### src/rtl/fsk_wave_pkg.sv
package fsk_wave_pkg;

  typedef enum logic [1:0] {
    ST_MARK = 2'd0,
    ST_SEP  = 2'd1,
    ST_DATA = 2'd2
  } stage_e;

  // One burst segment: pattern choice and whether it is a short separator.
  typedef struct packed {
    logic slow;
    logic short_seg;
  } seg_t;

endpackage

### src/rtl/fsk_burst.sv
// Pattern unit: walks the periods of one segment and reports its last tick.
module fsk_burst
  import fsk_wave_pkg::*;
#(
  parameter int FAST_DIV  = 8,
  parameter int FAST_HIGH = 2,
  parameter int FAST_REPS = 6,
  parameter int SLOW_DIV  = 10,
  parameter int SLOW_HIGH = 3,
  parameter int SLOW_REPS = 5,
  parameter int SEP_REPS  = 1
) (
  input  logic clk,
  input  logic rst_n,
  input  logic run,
  input  seg_t seg,
  output logic level,
  output logic seg_first,
  output logic seg_last
);

  localparam int MAX_DIV  = (SLOW_DIV > FAST_DIV) ? SLOW_DIV : FAST_DIV;
  localparam int PW       = $clog2(MAX_DIV);
  localparam int MAX_R0   = (SLOW_REPS > FAST_REPS) ? SLOW_REPS : FAST_REPS;
  localparam int MAX_REPS = (SEP_REPS > MAX_R0) ? SEP_REPS : MAX_R0;
  localparam int RW       = (MAX_REPS > 1) ? $clog2(MAX_REPS) : 1;

  logic [PW-1:0] phase_q;
  logic [RW-1:0] rep_q;
  logic [PW-1:0] div_m1;
  logic [PW-1:0] high_n;
  logic [RW-1:0] reps_m1;
  logic          period_end;

  always_comb begin
    div_m1 = seg.slow ? PW'(SLOW_DIV - 1) : PW'(FAST_DIV - 1);
    high_n = seg.slow ? PW'(SLOW_HIGH) : PW'(FAST_HIGH);
    if (seg.short_seg)
      reps_m1 = RW'(SEP_REPS - 1);
    else
      reps_m1 = seg.slow ? RW'(SLOW_REPS - 1) : RW'(FAST_REPS - 1);
  end

  assign period_end = (phase_q == div_m1);
  assign seg_last   = period_end && (rep_q == reps_m1);
  assign seg_first  = (phase_q == '0) && (rep_q == '0);
  assign level      = (phase_q < high_n);

  always_ff @(posedge clk) begin
    if (!rst_n || !run) begin
      phase_q <= '0;
      rep_q   <= '0;
    end else if (period_end) begin
      phase_q <= '0;
      rep_q   <= seg_last ? '0 : rep_q + RW'(1);
    end else begin
      phase_q <= phase_q + PW'(1);
    end
  end

endmodule

### src/rtl/fsk_frame_seq.sv
// Frame sequencer: marker half-bits, separators and Manchester data halves.
module fsk_frame_seq
  import fsk_wave_pkg::*;
#(
  parameter int                  ID_BITS  = 44,
  parameter int                  GROUP    = 4,
  parameter int                  MARK_LEN = 8,
  parameter logic [MARK_LEN-1:0] MARK_PAT = 8'b1011_1000
) (
  input  logic               clk,
  input  logic               rst_n,
  input  logic               run,
  input  logic               seg_last,
  input  logic [ID_BITS-1:0] id_bits,
  output seg_t               seg,
  output logic               at_head
);

  localparam int BW = $clog2(ID_BITS);
  localparam int MW = (MARK_LEN > 1) ? $clog2(MARK_LEN) : 1;

  stage_e        stage_q;
  logic [MW-1:0] mark_q;
  logic [BW-1:0] bit_q;
  logic          half_q;

  function automatic stage_e entry_for(input logic [BW-1:0] idx);
    return ((int'(idx) % GROUP) == (GROUP - 1)) ? ST_SEP : ST_DATA;
  endfunction

  always_ff @(posedge clk) begin
    if (!rst_n || !run) begin
      stage_q <= ST_MARK;
      mark_q  <= '0;
      bit_q   <= BW'(ID_BITS - 1);
      half_q  <= 1'b0;
    end else if (seg_last) begin
      case (stage_q)
        ST_MARK: begin
          if (mark_q == MW'(MARK_LEN - 1)) begin
            mark_q  <= '0;
            bit_q   <= BW'(ID_BITS - 1);
            half_q  <= 1'b0;
            stage_q <= entry_for(BW'(ID_BITS - 1));
          end else begin
            mark_q <= mark_q + MW'(1);
          end
        end
        ST_SEP: begin
          stage_q <= ST_DATA;
          half_q  <= 1'b0;
        end
        ST_DATA: begin
          if (!half_q) begin
            half_q <= 1'b1;
          end else begin
            half_q <= 1'b0;
            if (bit_q == '0) begin
              stage_q <= ST_MARK;
              mark_q  <= '0;
            end else begin
              bit_q   <= bit_q - BW'(1);
              stage_q <= entry_for(bit_q - BW'(1));
            end
          end
        end
        default: stage_q <= ST_MARK;
      endcase
    end
  end

  always_comb begin
    seg = '0;
    case (stage_q)
      ST_MARK: seg.slow = MARK_PAT[mark_q];
      ST_SEP:  seg.short_seg = 1'b1;
      ST_DATA: seg.slow = ~(id_bits[bit_q] ^ half_q);
      default: seg = '0;
    endcase
  end

  assign at_head = (stage_q == ST_MARK) && (mark_q == '0);

endmodule

### src/rtl/fsk_tag_wavegen.sv
module fsk_tag_wavegen
  import fsk_wave_pkg::*;
#(
  parameter int                  ID_BITS   = 44,
  parameter int                  GROUP     = 4,
  parameter int                  FAST_DIV  = 8,
  parameter int                  FAST_HIGH = 2,
  parameter int                  FAST_REPS = 6,
  parameter int                  SLOW_DIV  = 10,
  parameter int                  SLOW_HIGH = 3,
  parameter int                  SLOW_REPS = 5,
  parameter int                  SEP_REPS  = 1,
  parameter int                  MARK_LEN  = 8,
  parameter logic [MARK_LEN-1:0] MARK_PAT  = 8'b1011_1000
) (
  input  logic               clk,
  input  logic               rst_n,
  input  logic               enable,
  input  logic [ID_BITS-1:0] tag_id,
  output logic               coil_out,
  output logic               frame_start
);

  localparam int N_SLOW_MARK = $countones(MARK_PAT);
  localparam int N_FAST_MARK = MARK_LEN - N_SLOW_MARK;
  localparam int FAST_HALF   = FAST_DIV * FAST_REPS;
  localparam int SLOW_HALF   = SLOW_DIV * SLOW_REPS;
  localparam int FRAME_LEN   = N_SLOW_MARK * SLOW_HALF + N_FAST_MARK * FAST_HALF
                             + ID_BITS * (FAST_HALF + SLOW_HALF)
                             + (ID_BITS / GROUP) * SEP_REPS * FAST_DIV;

  seg_t               seg;
  logic               level;
  logic               seg_first;
  logic               seg_last;
  logic               at_head;
  logic [ID_BITS-1:0] id_q;

  fsk_frame_seq #(
    .ID_BITS (ID_BITS),
    .GROUP   (GROUP),
    .MARK_LEN(MARK_LEN),
    .MARK_PAT(MARK_PAT)
  ) u_seq (
    .clk     (clk),
    .rst_n   (rst_n),
    .run     (enable),
    .seg_last(seg_last),
    .id_bits (id_q),
    .seg     (seg),
    .at_head (at_head)
  );

  fsk_burst #(
    .FAST_DIV (FAST_DIV),
    .FAST_HIGH(FAST_HIGH),
    .FAST_REPS(FAST_REPS),
    .SLOW_DIV (SLOW_DIV),
    .SLOW_HIGH(SLOW_HIGH),
    .SLOW_REPS(SLOW_REPS),
    .SEP_REPS (SEP_REPS)
  ) u_burst (
    .clk      (clk),
    .rst_n    (rst_n),
    .run      (enable),
    .seg      (seg),
    .level    (level),
    .seg_first(seg_first),
    .seg_last (seg_last)
  );

  assign frame_start = enable && at_head && seg_first;
  assign coil_out    = enable && level;

  // Identifier is held for the whole frame; data halves start long after tick 0.
  always_ff @(posedge clk) begin
    if (!rst_n)
      id_q <= '0;
    else if (frame_start)
      id_q <= tag_id;
  end

endmodule

### config.mk
export PLATFORM = sky130hd
export DESIGN_NAME = fsk_tag_wavegen
export DESIGN_NICKNAME = d
export VERILOG_FILES = /design/src/rtl/fsk_wave_pkg.sv /design/src/rtl/fsk_burst.sv /design/src/rtl/fsk_frame_seq.sv /design/src/rtl/fsk_tag_wavegen.sv
export SDC_FILE = /design/constraint.sdc
export NUM_CORES = 1
export LEC_CHECK = 0
export ABC_AREA = 1
export CELL_PAD_IN_SITES_DETAIL_PLACEMENT = 0
export CELL_PAD_IN_SITES_GLOBAL_PLACEMENT = 2
export CORE_MARGIN = 2
export CORE_UTILIZATION = 37
export DETAILED_ROUTE_END_ITERATION = 8
export DONT_BUFFER_PORTS = 1
export PLACE_DENSITY = 0.92
export SETUP_SLACK_MARGIN = 0.3
export SYNTH_ARGS = -nofsm -noshare
export SYNTH_HDL_FRONTEND = slang
export SYNTH_SLANG_ARGS = --single-unit
export TNS_END_PERCENT = 100
### constraint.sdc
create_clock -name clk -period 5.3 [get_ports clk]
set_input_delay 1.06 -clock clk [delete_from_list [all_inputs] [get_ports clk]]
set_output_delay 1.06 -clock clk [all_outputs]
set_load 0.1 [all_outputs]
; Yosys cells after proc, flatten, opt, wreduce, memory -nomap -nowiden
; Memories as Yosys holds them, arrays and structs flattened. A register that Yosys moved wholly into a read port is not among the register bits.
; Cells that the tools add are included.
[word_totals]
ff_bits = 63
mem_bits_ro = 8
inputBits = 47
elab_cells = 76
memories = 1
[classes]
addsub = 4
n_lt_le_gt_ge = 3
n_eq_ne = 10
muxes = 28
n_bitwise = 2
n_reduce_logical = 21
[mem_list]
columns = name, depth, word_bits, rd, rd_clocked_by_memory_dff, wr, line_no
row1 = (no name shown), 8, 1, 1, 1, 0, fsk_frame_seq.sv:75  ; ST_MARK: seg.slow = MARK_PAT[mark_q];
[op_table]
columns = cell, n
row1 = 3-bit 2-to-1 mux, 7
row2 = 6-bit 2-to-1 mux, 3
row3 = 6-bit case mux with 2 select lines, 1
row4 = 2-bit 2-to-1 mux, 4
row5 = 6-bit by 7-bit less-than comparator with 1-bit output (second input constant), 1
row6 = 1-bit 2-to-1 mux, 7
row7 = 3-bit by 1-bit adder with 3-bit output (second input constant), 2
row8 = 1-bit binary-select mux with 6-bit select, 1
row9 = 1-bit logical AND, 6
row10 = 3-bit logical NOT, 2
row11 = 6-bit logical NOT, 1
row12 = 2-bit by 1-bit != test with 1-bit output (second input constant), 3
row13 = 2-bit case mux with 3 select lines, 1
row14 = 3-bit case mux with 2 select lines, 1
row15 = 3-bit AND reduction, 2
row16 = 6-bit by 1-bit subtractor with 6-bit output (second input constant), 1
row17 = 5-bit AND reduction, 1
row18 = 4-bit by 1-bit adder with 4-bit output (second input constant), 1
row19 = 2-bit by 1-bit == test with 1-bit output (second input constant), 2
row20 = 4-bit == test, 1
row21 = 4-bit logical NOT, 1
row22 = 3-bit by 4-bit less-than comparator with 1-bit output (second input constant), 1
row23 = 4-bit less-than comparator, 1
row24 = 4-bit 2-to-1 mux, 1
row25 = other kinds (15), 16

; Logic depth before layout (Yosys ltp)
; Gate-level depths: netlist of the first run.
[logic_depth]
ltp_word = 12
depth_mapped = 20
depth_no_buf = 19

; Hierarchy
; From an unflattened synthesis of the first run, not the netlist that was laid out.
[hier_totals]
hier_cells = 597
hier_area_um2 = 3662.3
[modules_own_cells]
columns = mod, instances, cells_each, area_each_um2
row1 = fsk_tag_wavegen, 1, 282, 1801.7
row2 = fsk_frame_seq, 1, 243, 1372.6
row3 = fsk_burst, 1, 72, 488.0

; Least setup slack after synthesis of the first run
; No wires, ideal clock.
[synth_timing]
path_type = flip-flop to output port
startpoint = reg u_seq.stage_q[1]
endpoint = out coil_out
arrival_ns = 3.552
required_ns = 4.240
setup_slack_ns = 0.688
path_stages_with_launch = 9
path_buffers = 0
path_cell_list = dfxtp_1 > inv_1 > nor2_1 > clkinv_1 > nor2_1 > nand4_1 > nand3_2 > a21oi_1 > nor3b_1
[synth_via]
elab_chain_len = 5
elab_cells_between_ends = 6
[synth_rtl]
columns = item, line_no
row1 = "start, declared", fsk_frame_seq.sv:22  ; stage_e stage_q;
row2 = "start signal, assigned", fsk_frame_seq.sv:44  ; stage_q <= entry_for(BW'(ID_BITS - 1));
row3 = "start signal, assigned", fsk_frame_seq.sv:63  ; stage_q <= entry_for(bit_q - BW'(1));
row4 = 2-bit == test / 2-bit logical NOT (equally long branches), fsk_frame_seq.sv:74  ; case (stage_q)
row5 = 1-bit case mux with 2 select lines *, fsk_frame_seq.sv:74
row6 = 1-bit 2-to-1 mux *, fsk_burst.sv:37  ; high_n = seg.slow ? PW'(SLOW_HIGH) : PW'(FAST_HIGH);
row7 = 4-bit less-than comparator *, fsk_burst.sv:47  ; assign level = (phase_q < high_n);
row8 = 1-bit logical AND *, fsk_tag_wavegen.sv:73  ; assign coil_out = enable && level;
row9 = "end, declared", fsk_tag_wavegen.sv:20  ; output logic coil_out,
; Mark *: on every way between the ends. The rest lies on a longest branch, timed or not.

; Worst setup path in the final report of the first run
[layout_timing]
startpoint = reg u_seq.bit_q[0]
endpoint = out coil_out
[layout_via]
elab_chain_len = 8
[layout_rtl]
columns = item, line_no
row1 = "start, declared", fsk_frame_seq.sv:24  ; logic [BW-1:0] bit_q;
row2 = "start signal, assigned", fsk_frame_seq.sv:35  ; bit_q <= BW'(ID_BITS - 1);
row3 = "start signal, assigned", fsk_frame_seq.sv:42  ; bit_q <= BW'(ID_BITS - 1);
row4 = "start signal, assigned", fsk_frame_seq.sv:62  ; bit_q <= bit_q - BW'(1);
row5 = 1-bit binary-select mux with 6-bit select, fsk_frame_seq.sv:77  ; ST_DATA: seg.slow = ~(id_bits[bit_q] ^ half_q);
row6 = 1-bit 2-to-1 mux (not written as such), fsk_frame_seq.sv:77
row7 = 1-bit bitwise XOR, fsk_frame_seq.sv:77
row8 = 1-bit NOT, fsk_frame_seq.sv:77
row9 = 1-bit case mux with 2 select lines, fsk_frame_seq.sv:74
row10 = 1-bit 2-to-1 mux, fsk_burst.sv:37
row11 = 4-bit less-than comparator, fsk_burst.sv:47
row12 = 1-bit logical AND, fsk_tag_wavegen.sv:73
; Every way passes these cells. The select of a mux whose other input is x is not followed.

==> results of run 1 <==
layer usage:
metal / global-route usage / share of wire / up-vias
met5: 0 / 0 / -
met4: 0.0598 / 0.017 / 0
met3: 0.0460 / 0.056 / 12
met2: 0.259 / 0.44 / 78
met1: 0.219 / 0.49 / 1279
li1: - / - / 1537
area by class of cell:
type / instances / area (um^2)
sequential: 64 / 1280
timing repair buffer: 3 / 42.5
inverter: 54 / 204
multi-input combinational: 347 / 1680
fill: 930 / 5040
clock buffer: 10 / 138
tap: 108 / 135
clock inverter: 6 / 68.8
per-stage QoR:
stage,cells,instance area [um^2]
finish,592,3550
floorplan,485,3240
global route,592,3550
CTS,592,3550
global placement,576,3340
detailed placement,576,3340
state kept, by name, summed over array words and instances (netlist names), named ones only:
name	cells
id_q	44
u_seq.half_q	1
u_burst.phase_q	4
u_seq.stage_q	2
u_seq.bit_q	6
u_burst.rep_q	3
u_seq.mark_q	3
placed cells by master (no fill, tap or decap), types with 6 or more instances in the layout:
master / count
nand2_1: 93
nor2_1: 92
dfxtp_1: 64
o21ai_0: 51
inv_1: 50
a21oi_1: 35
nand3_1: 22
o21ai_1: 11
clkbuf_8: 10
ha_1: 9
nand4_1: 6
synthesized netlist by cell type (all sizes together):
master   instances
a211oi           1
a21oi           35
buf              6
clkbuf          14
clkinv           2
dfxtp           64
ha               9
inv             52
nand2           97
nand3           25
nand4            6
nor2            95
nor3             2
nor3b            1
nor4             1
o2111ai          1
o21ai           62
o21bai           1
o22ai            2
or2              3
xnor2            2
xor2             4
critical path, delay by kind of cell, from the launching register on:
| kind | cells | cell delay (ns) |
|---|---|---|
| AO/OA/AOI/OAI | 3 | 0.46 |
| AND/OR/NAND/NOR | 6 | 0.76 |
| flip-flops | 1 | 0.99 |
| buffers and inverters | 2 | 0.57 |
how the worst max path moves through the flow:
stage,cells after the start,from,slack [ns],to
6_report,11,u_seq.bit_q[0],1.09,coil_out
5_1_grt,11,u_seq.bit_q[0],0.79,coil_out
4_1_cts,11,u_seq.bit_q[0],1.05,coil_out
3_5_place_dp,11,u_seq.bit_q[0],1.44,coil_out
3_3_place_gp,11,u_seq.bit_q[0],1.51,coil_out
2_1_floorplan,8,u_seq.stage_q[1],0.69,coil_out
power by group through the flow:
stage | Clock (mW) | Combinational [mW] | Sequential [mW]
floorplan | 0 | 0.0768 | 0.529
global placement | 0 | 0.0931 | 0.532
finish | 0.434 | 0.0929 | 0.521
detailed placement | 0 | 0.0950 | 0.533
global route | 0.468 | 0.109 | 0.524
CTS | 0.443 | 0.0954 | 0.521
kinds of logic after synthesis:
logic type                 share of synthesized area
and+or+nand+nor                                0.305
AOI/OAI and AO/OA                              0.161
xor gates and xnor gates                      0.0162
adders and majority gates                     0.0347
DFF                                            0.395
buffers and inverters                         0.0884
==> key figures, run 1 <==
Min path
  • Hold_sp: id_q[17]
  • Worst Hold Depth: 2
  • Hold Path Sink: id_q[17]
  • Worst Hold Class: reg2reg

Final layout
  • Final core utilization: 0.413
  • Fraction of layout cells with a size suffix above 1: 0.0744
  • Area delta synth->final: 9.53%
  • Ant. Diodes: 0
  • Nets: 535

Setup path
  • Crit Path Max Fanout: 32
  • Data arrival, critical path: 3.15 ns
  • CP Class: reg2out
  • Worst setup EP type: output port
  • R2r setup slk: 2.03 ns
  • Slowest cell on the critical path: dfxtp_1
  • Worst-path cell chain: inv_2, o21ai_1, nand2_1, nand2_1, nand2_1, o21bai_1, nand4_1, nand3_2, a21oi_1, nor3b_2, buf_16
  • Largest stage delay on the critical path: 0.99 ns
  • FF-to-FF End: u_seq.bit_q[0]
  • R2R depth: 17
  • RR Startpoint: u_seq.bit_q[0]
  • Most common cell on crit path: nand2_1
  • CP startpoint kind: register
  • CP required: 4.24 ns

Status
  • Status: finished, final reports clean

Flow run
  • Max-Cap Viols: 0

CTS
  • Cts hold-fix bufs: 0
  • Post-CTS Setup Inserts: 0
  • Worst-path clk slew: 0.07 ns
  • H-tree Lvls: 3
  • Max Root-Sink Buffers: 2
  • Cts bufs inserted: 9
  • Clk root buf: clkbuf_8
  • Clk Latency, worst-skew pair: 0.35 ns
  • # resized after CTS: 0
  • Clock Sinks: 64
  • CTS tree: done

Timing
  • Final hold vios: 0
  • RSZ-0062 raised after global routing: false
  • Clock skew: 0.0102 ns
  • Setup total negative slack: 0 ns
  • Final setup vio count: 0
  • Slack of the critical path: 1.09 ns
  • Final min period: 4.21 ns
  • Highest clock rate: 0.238 GHz
  • Tcrit/Tclk final: 0.794
  • Max Slew Vio Count: 0
  • Worst slew pin tran: 1.01 ns
  • Relative slew margins: 0.325
  • Min Hold Slack: 0.455 ns

Placed design
  • Port Buffers: 0
  • Routability cong.: 0.840
  • Post-DP HPWL: 5400 um
  • Dpl ws: 1.44 ns

Synth
  • Synth Register Bits: 64
  • Cell area after synthesis: 0.00324 mm^2
  • Distinct cells, synth: 32
  • Ranking of synthesized cells by area: dfxtp_1 40%, nand2_1 11%, nor2_1 11%
  • Syn Inst Count: 485
  • Synthesized area per cell: 6.68 um^2
  • Sequential area share after synthesis: 0.395
  • Synth area leader: dfxtp_1
  • Net Count, Synth: 541
  • Yosys warns: 0
  • Area share of the largest cell type after synthesis: 0.395

Floorplan
  • Core ar.: 0.00859 mm^2
  • DIE AREA: 0.00953 mm^2
  • Die Width: 97.6 um
  • FP Rows: 34
  • Die height: 97.6 um
  • # IOs: 49
  • Initial Utilization: 0.377

Global routing
  • Total GRT Usage: 0.166
  • Initial antenna violation count: 0
  • Global-route wire length before repair: 12900 um
  • Largest net degree at the start of global routing: 69
  • Grt total ovfl: 0
  • Vias in the first global route: 2729

Drt
  • Initial DRC Count: 120
  • DR pass1 iterations: 5
  • Post-Route WL: 7560 um
  • Vias per cell: 4.91
  • Detail Route Antenna Nets: 0
  • Via count: 2906
  • Detailed-route DRC error count: 0
  • DR WL/cell: 12.8 um

Power and ir drop
  • Static Leak: 1.65 nW
  • Register share of total power: 0.497
  • Maximum vdd drop: 124 uV
  • Tot Pwr: 1.05 mW
  • P_int: 771 uW
  • Sw Share: 0.264
  • Pwr/cell area: 295 mW/mm^2
  • Comb pwr share: 0.089
  • Switching power: 277 uW
  • Clock network power share: 0.414
Note: power is estimated with default switching activity, not from simulation.
==> run 2, diff against run 1 <==
Settings changed: CORE_UTILIZATION 37 to 31, PLACE_DENSITY 0.92 to 0.83.
Clock period 5.3 ns to 3.77 ns, I/O delays scaled along.
==> key figures, run 2 (synthesis gave the netlist of run 1 again) <==
Setup path
  • Crit Path Max Fanout: 14
  • R2r setup slk: 1.20 ns
  • Critical path startpoint: u_seq.bit_q[1]
  • RR Startpoint: u_seq.bit_q[1]
  • Most common cell on crit path: nand2_1
  • CP required: 3.02 ns
  • FF-to-FF End: u_seq.bit_q[0]
  • Largest stage delay on the critical path: 0.31 ns
  • Slowest cell on the critical path: dfxtp_1
  • Worst-path cell chain: buf_4, clkinvlp_4, nand3_1, nand2_1, nand2_1, nand2_1, o21ai_1, nand4_1, nand3_2, a21oi_1, nor3b_4, buf_12
  • Worst setup EP type: output port
  • R2R depth: 18
  • Destination of the critical timing path: coil_out
  • CP Class: reg2out
  • Data arrival, critical path: 2.41 ns
  • CP startpoint kind: register

Timing
  • Final hold vios: 0
  • Min Hold Slack: 0.454 ns
  • Relative slew margins: 0.434
  • Max Slew Vio Count: 0
  • Clock skew: 0.0108 ns
  • Final min period: 3.17 ns
  • Final setup vio count: 0
  • Worst slew pin tran: 0.848 ns
  • Setup total negative slack: 0 ns
  • RSZ-0062 raised after global routing: false
  • Highest clock rate: 0.316 GHz
  • Tcrit/Tclk final: 0.840

Floorplan
  • # IOs: 49
  • DIE AREA: 0.0113 mm^2
  • Die height: 106 um
  • Die Width: 106 um
  • FP Rows: 37
  • Initial Utilization: 0.317
  • Core ar.: 0.0102 mm^2

Power and ir drop
  • Static Leak: 1.67 nW
  • Maximum vdd drop: 216 uV
  • Pwr/cell area: 403 mW/mm^2

Final layout
  • Final-layout fill cell count: 1124
  • Commonest non-fill, non-tap cells in the layout: 93 x nand2_1, 92 x nor2_1, 63 x dfxtp_1
  • Nets: 541
  • Commonest non-fill, non-tap cell in the layout: nand2_1
  • Fraction of layout cells with a size suffix above 1: 0.0857
  • Max FFs per register: 44
  • Non-Filler Instances: 626
  • Biggest regs: id_q (44), u_seq.bit_q (6), u_burst.phase_q (4)
  • Final core utilization: 0.355
  • Ant. Diodes: 0
  • Biggest register: id_q
  • Area delta synth->final: 12.0%

Drt
  • Initial DRC Count: 99
  • DR pass1 iterations: 5
  • Detailed-route DRC error count: 0
  • DR WL/cell: 12.5 um
  • Post-Route WL: 7830 um
  • Detail Route Antenna Nets: 0
  • Vias per cell: 4.60
  • Via count: 2877

Global routing
  • Global-route wire length before repair: 13700 um
  • Largest net degree at the start of global routing: 69
  • Vias in the first global route: 2785
  • Total GRT Usage: 0.153
  • Grt total ovfl: 0
  • Initial antenna violation count: 0

CTS
  • CTS tree: done
  • H-tree Lvls: 3
  • Clock Sinks: 64
  • Cts hold-fix bufs: 0
  • Cts bufs inserted: 9
  • Max Root-Sink Buffers: 2
  • Worst-path clk slew: 0.07 ns
  • Clk Latency, worst-skew pair: 0.35 ns
  • Clk root buf: clkbuf_8

Placed design
  • Routability cong.: 0.770
  • Placed Instances: 607
  • Port Buffers: 0
  • Post-DP HPWL: 5640 um

Flow run
  • Max-Cap Viols: 0

Min path
  • Worst Hold Class: reg2reg

Status
  • Status: finished, final reports clean
run 2: worst min path at each step:
stage,endpoint,cells after the start,from,slack [ns]
global placement,id_q[4],2,id_q[4],0.44
CTS,id_q[24],2,id_q[24],0.46
detailed placement,id_q[24],2,id_q[24],0.45
global route,id_q[24],2,id_q[24],0.49
floorplan,id_q[11],2,id_q[11],0.43
finish,id_q[24],2,id_q[24],0.45
run 2: report_power, final:
part | internal, mW | switching [mW] | total, mW
clock network | 0.340 | 0.263 | 0.603
logic | 0.0428 | 0.0864 | 0.129
registers | 0.717 | 0.0156 | 0.733
run 2: layout make-up:
cell class              count  area, um^2  area share
clock inverters             3        40.0      0.0110
multi-input cells         347        1690       0.465
inverters                  54         208      0.0572
well taps                 136         170      0.0469
repair inverters            1        7.51     0.00207
flip-flops and latches     64        1280       0.353
clock buffers              13         159      0.0438
repair buffers              8        76.3      0.0210
run 2: worst max-delay path: cells and delay by family (launching register included):
kind / cells / cell delay [ns]
compound gates: 2 / 0.30
flops: 1 / 0.31
buf+inv: 3 / 0.60
simple gates: 7 / 0.85
run 2: metrics by stage:
stage | setup slack (ns) | total power [mW] | area, um^2
floorplan | 0.445 | 0.852 | 3250
global placement | 0.899 | 0.878 | 3400
detailed placement | 0.833 | 0.881 | 3400
CTS | 0.444 | 1.49 | 3600
global route | 0.330 | 1.54 | 3630
finish | 0.602 | 1.46 | 3630
run 2: what timing repair did:
item                                    CTS  global route
hold endpoints to repair                  0             0
buffers inserted                          0             2
endpoints found under the setup margin    0             1
gates resized for setup                   0             4
run 2: per-layer routing:
metal	routed length [um]	share of wire	track usage
met1	3800	0.49	0.199
met2	3590	0.46	0.243
met4	126	0.016	0.0761
met5	0	0	0
met3	311	0.040	0.0300
==> run 3, diff against run 2 <==
Clock period 3.77 ns to 2.9 ns, I/O delays scaled along.
==> key figures, run 3 (synthesis gave the netlist of run 1 again) <==
Timing
  • Final setup vio count: 0
  • Worst slew pin tran: 0.846 ns
  • Final hold vios: 0
  • RSZ-0062 raised after global routing: true
  • Tcrit/Tclk final: 0.974
  • Slack of the critical path: 0.0740 ns
  • Clock skew: 0.0105 ns
  • Final min period: 2.83 ns
  • Highest clock rate: 0.354 GHz
  • Relative slew margins: 0.433
  • Setup total negative slack: 0 ns
  • Max Slew Vio Count: 0

Power and ir drop
  • Switching power: 518 uW
  • Sw Share: 0.256
  • Static Leak: 1.79 nW
  • Clock network power share: 0.439
  • Tot Pwr: 2.02 mW
  • P_int: 1.50 mW
  • Register share of total power: 0.472
  • Maximum vdd drop: 247 uV
  • Comb pwr share: 0.089
  • Pwr/cell area: 493 mW/mm^2

Floorplan
  • DIE AREA: 0.0113 mm^2
  • Die height: 106 um
  • Core ar.: 0.0102 mm^2
  • # IOs: 49
  • Initial Utilization: 0.317
  • Die Width: 106 um
  • FP Rows: 37

Global routing
  • Initial antenna violation count: 0
  • Largest net degree at the start of global routing: 69
  • Vias in the first global route: 2983
  • Global-route wire length before repair: 13800 um
  • Total GRT Usage: 0.153
  • Grt total ovfl: 0

CTS
  • Clock Sinks: 64
  • Max Root-Sink Buffers: 2
  • H-tree Lvls: 3
  • CTS tree: done
  • Cts hold-fix bufs: 0
  • Cts bufs inserted: 9
  • Clk root buf: clkbuf_8
  • Clk Latency, worst-skew pair: 0.35 ns
  • Worst-path clk slew: 0.08 ns

Final layout
  • Commonest non-fill, non-tap cell in the layout: nor2_1
  • Biggest regs: id_q (44), u_seq.bit_q (6), u_burst.phase_q (4)
  • Final core utilization: 0.400
  • Final-layout fill cell count: 1076
  • Nets: 554
  • Commonest non-fill, non-tap cells in the layout: 84 x nor2_1, 75 x nand2_1, 62 x dfxtp_1
  • Biggest register: id_q
  • Fraction of layout cells with a size suffix above 1: 0.201
  • Area delta synth->final: 26.3%
  • Non-Filler Instances: 639
  • Ant. Diodes: 0
  • Max FFs per register: 44

Placed design
  • Routability cong.: 0.837
  • Post-DP HPWL: 5560 um
  • Dpl ws: 0.263 ns
  • Port Buffers: 0
  • Placed Instances: 605

Setup path
  • Data arrival, critical path: 2.25 ns
  • Worst-path cell chain: buf_12, nor2_4, nor2_2, o21ai_1, nand2_1, nand2_1, nand2_1, o21bai_2, nand4_1, nand3_2, a21oi_2, nor3b_4, buf_12
  • Slowest cell on the critical path: dfxtp_4
  • Largest stage delay on the critical path: 0.41 ns
  • R2R depth: 22
  • CP startpoint kind: register
  • CP required: 2.32 ns
  • CP Class: reg2out
  • Most common cell on crit path: nand2_1
  • Worst setup EP type: output port
  • Crit Path Max Fanout: 8

Status
  • Status: finished, final reports clean

Min path
  • Worst Hold Class: in2reg
  • Worst Hold Depth: 2

Flow run
  • Max-Cap Viols: 0

Drt
  • Post-Route WL: 8170 um
  • DR WL/cell: 12.8 um
  • Vias per cell: 4.69
  • Initial DRC Count: 88
  • Detailed-route DRC error count: 0
  • DR pass1 iterations: 4
  • Detail Route Antenna Nets: 0
  • Via count: 2996
run 3: critical path: cells and delay by family, from the launching register on:
family                 cells  cell delay, ns
AO/OA/AOI/OAI              3            0.32
buffers and inverters      2            0.36
flip-flops                 1            0.41
AND/OR/NAND/NOR            8            0.80
run 3: worst paths after layout:
check                  from        to  slack [ns]
min reg2reg        id_q[17]  id_q[17]        0.46
max          u_seq.bit_q[0]  coil_out        0.07
max reg2reg  u_seq.bit_q[0]  register        0.17
min                   rst_n  id_q[25]        0.36
run 3: cell type report:
cell class                      instances  area (um^2)  area share
Inverter                               54          230      0.0562
Timing Repair Buffer                   21          258      0.0630
Clock inverter                          6         92.6      0.0226
Sequential cell                        64         1290       0.314
Clock buffer                           10          138      0.0336
Tap cell                              136          170      0.0416
Multi-Input combinational cell        348         1920       0.469
run 3: routing by layer:
layer / vias to the layer above / wire length, um / track usage
met3: 8 / 320 / 0.0300
li1: 1581 / - / -
met5: - / 0 / 0
met2: 64 / 3790 / 0.241
met4: 0 / 96 / 0.0677
met1: 1343 / 3960 / 0.202
run 3: stage by stage:
| stage | hold slack [ns] | cell area, um^2 |
|---|---|---|
| 6_report | 0.360 | 4090 |
| 5_1_grt | 0.365 | 4090 |
| 4_1_cts | 0.344 | 3800 |
| 3_5_place_dp | 0.451 | 3400 |
| 3_3_place_gp | 0.444 | 3400 |
| 2_1_floorplan | 0.429 | 3290 |
run 3: power groups by stage:
stage          logic, mW  clock network, mW  registers [mW]
6_report           0.180              0.886           0.953
5_1_grt            0.211              0.938           0.960
4_1_cts            0.174              0.902           0.952
3_5_place_dp       0.173                  0           0.972
3_3_place_gp       0.171                  0           0.972
2_1_floorplan      0.142                  0           0.966
run 3: timing repair:
item	in CTS	in global routing
buffers inserted	11	5
pin swaps	11	43
resized for setup	14	62
cloned	1	1
endpoints found under the setup margin	4	20
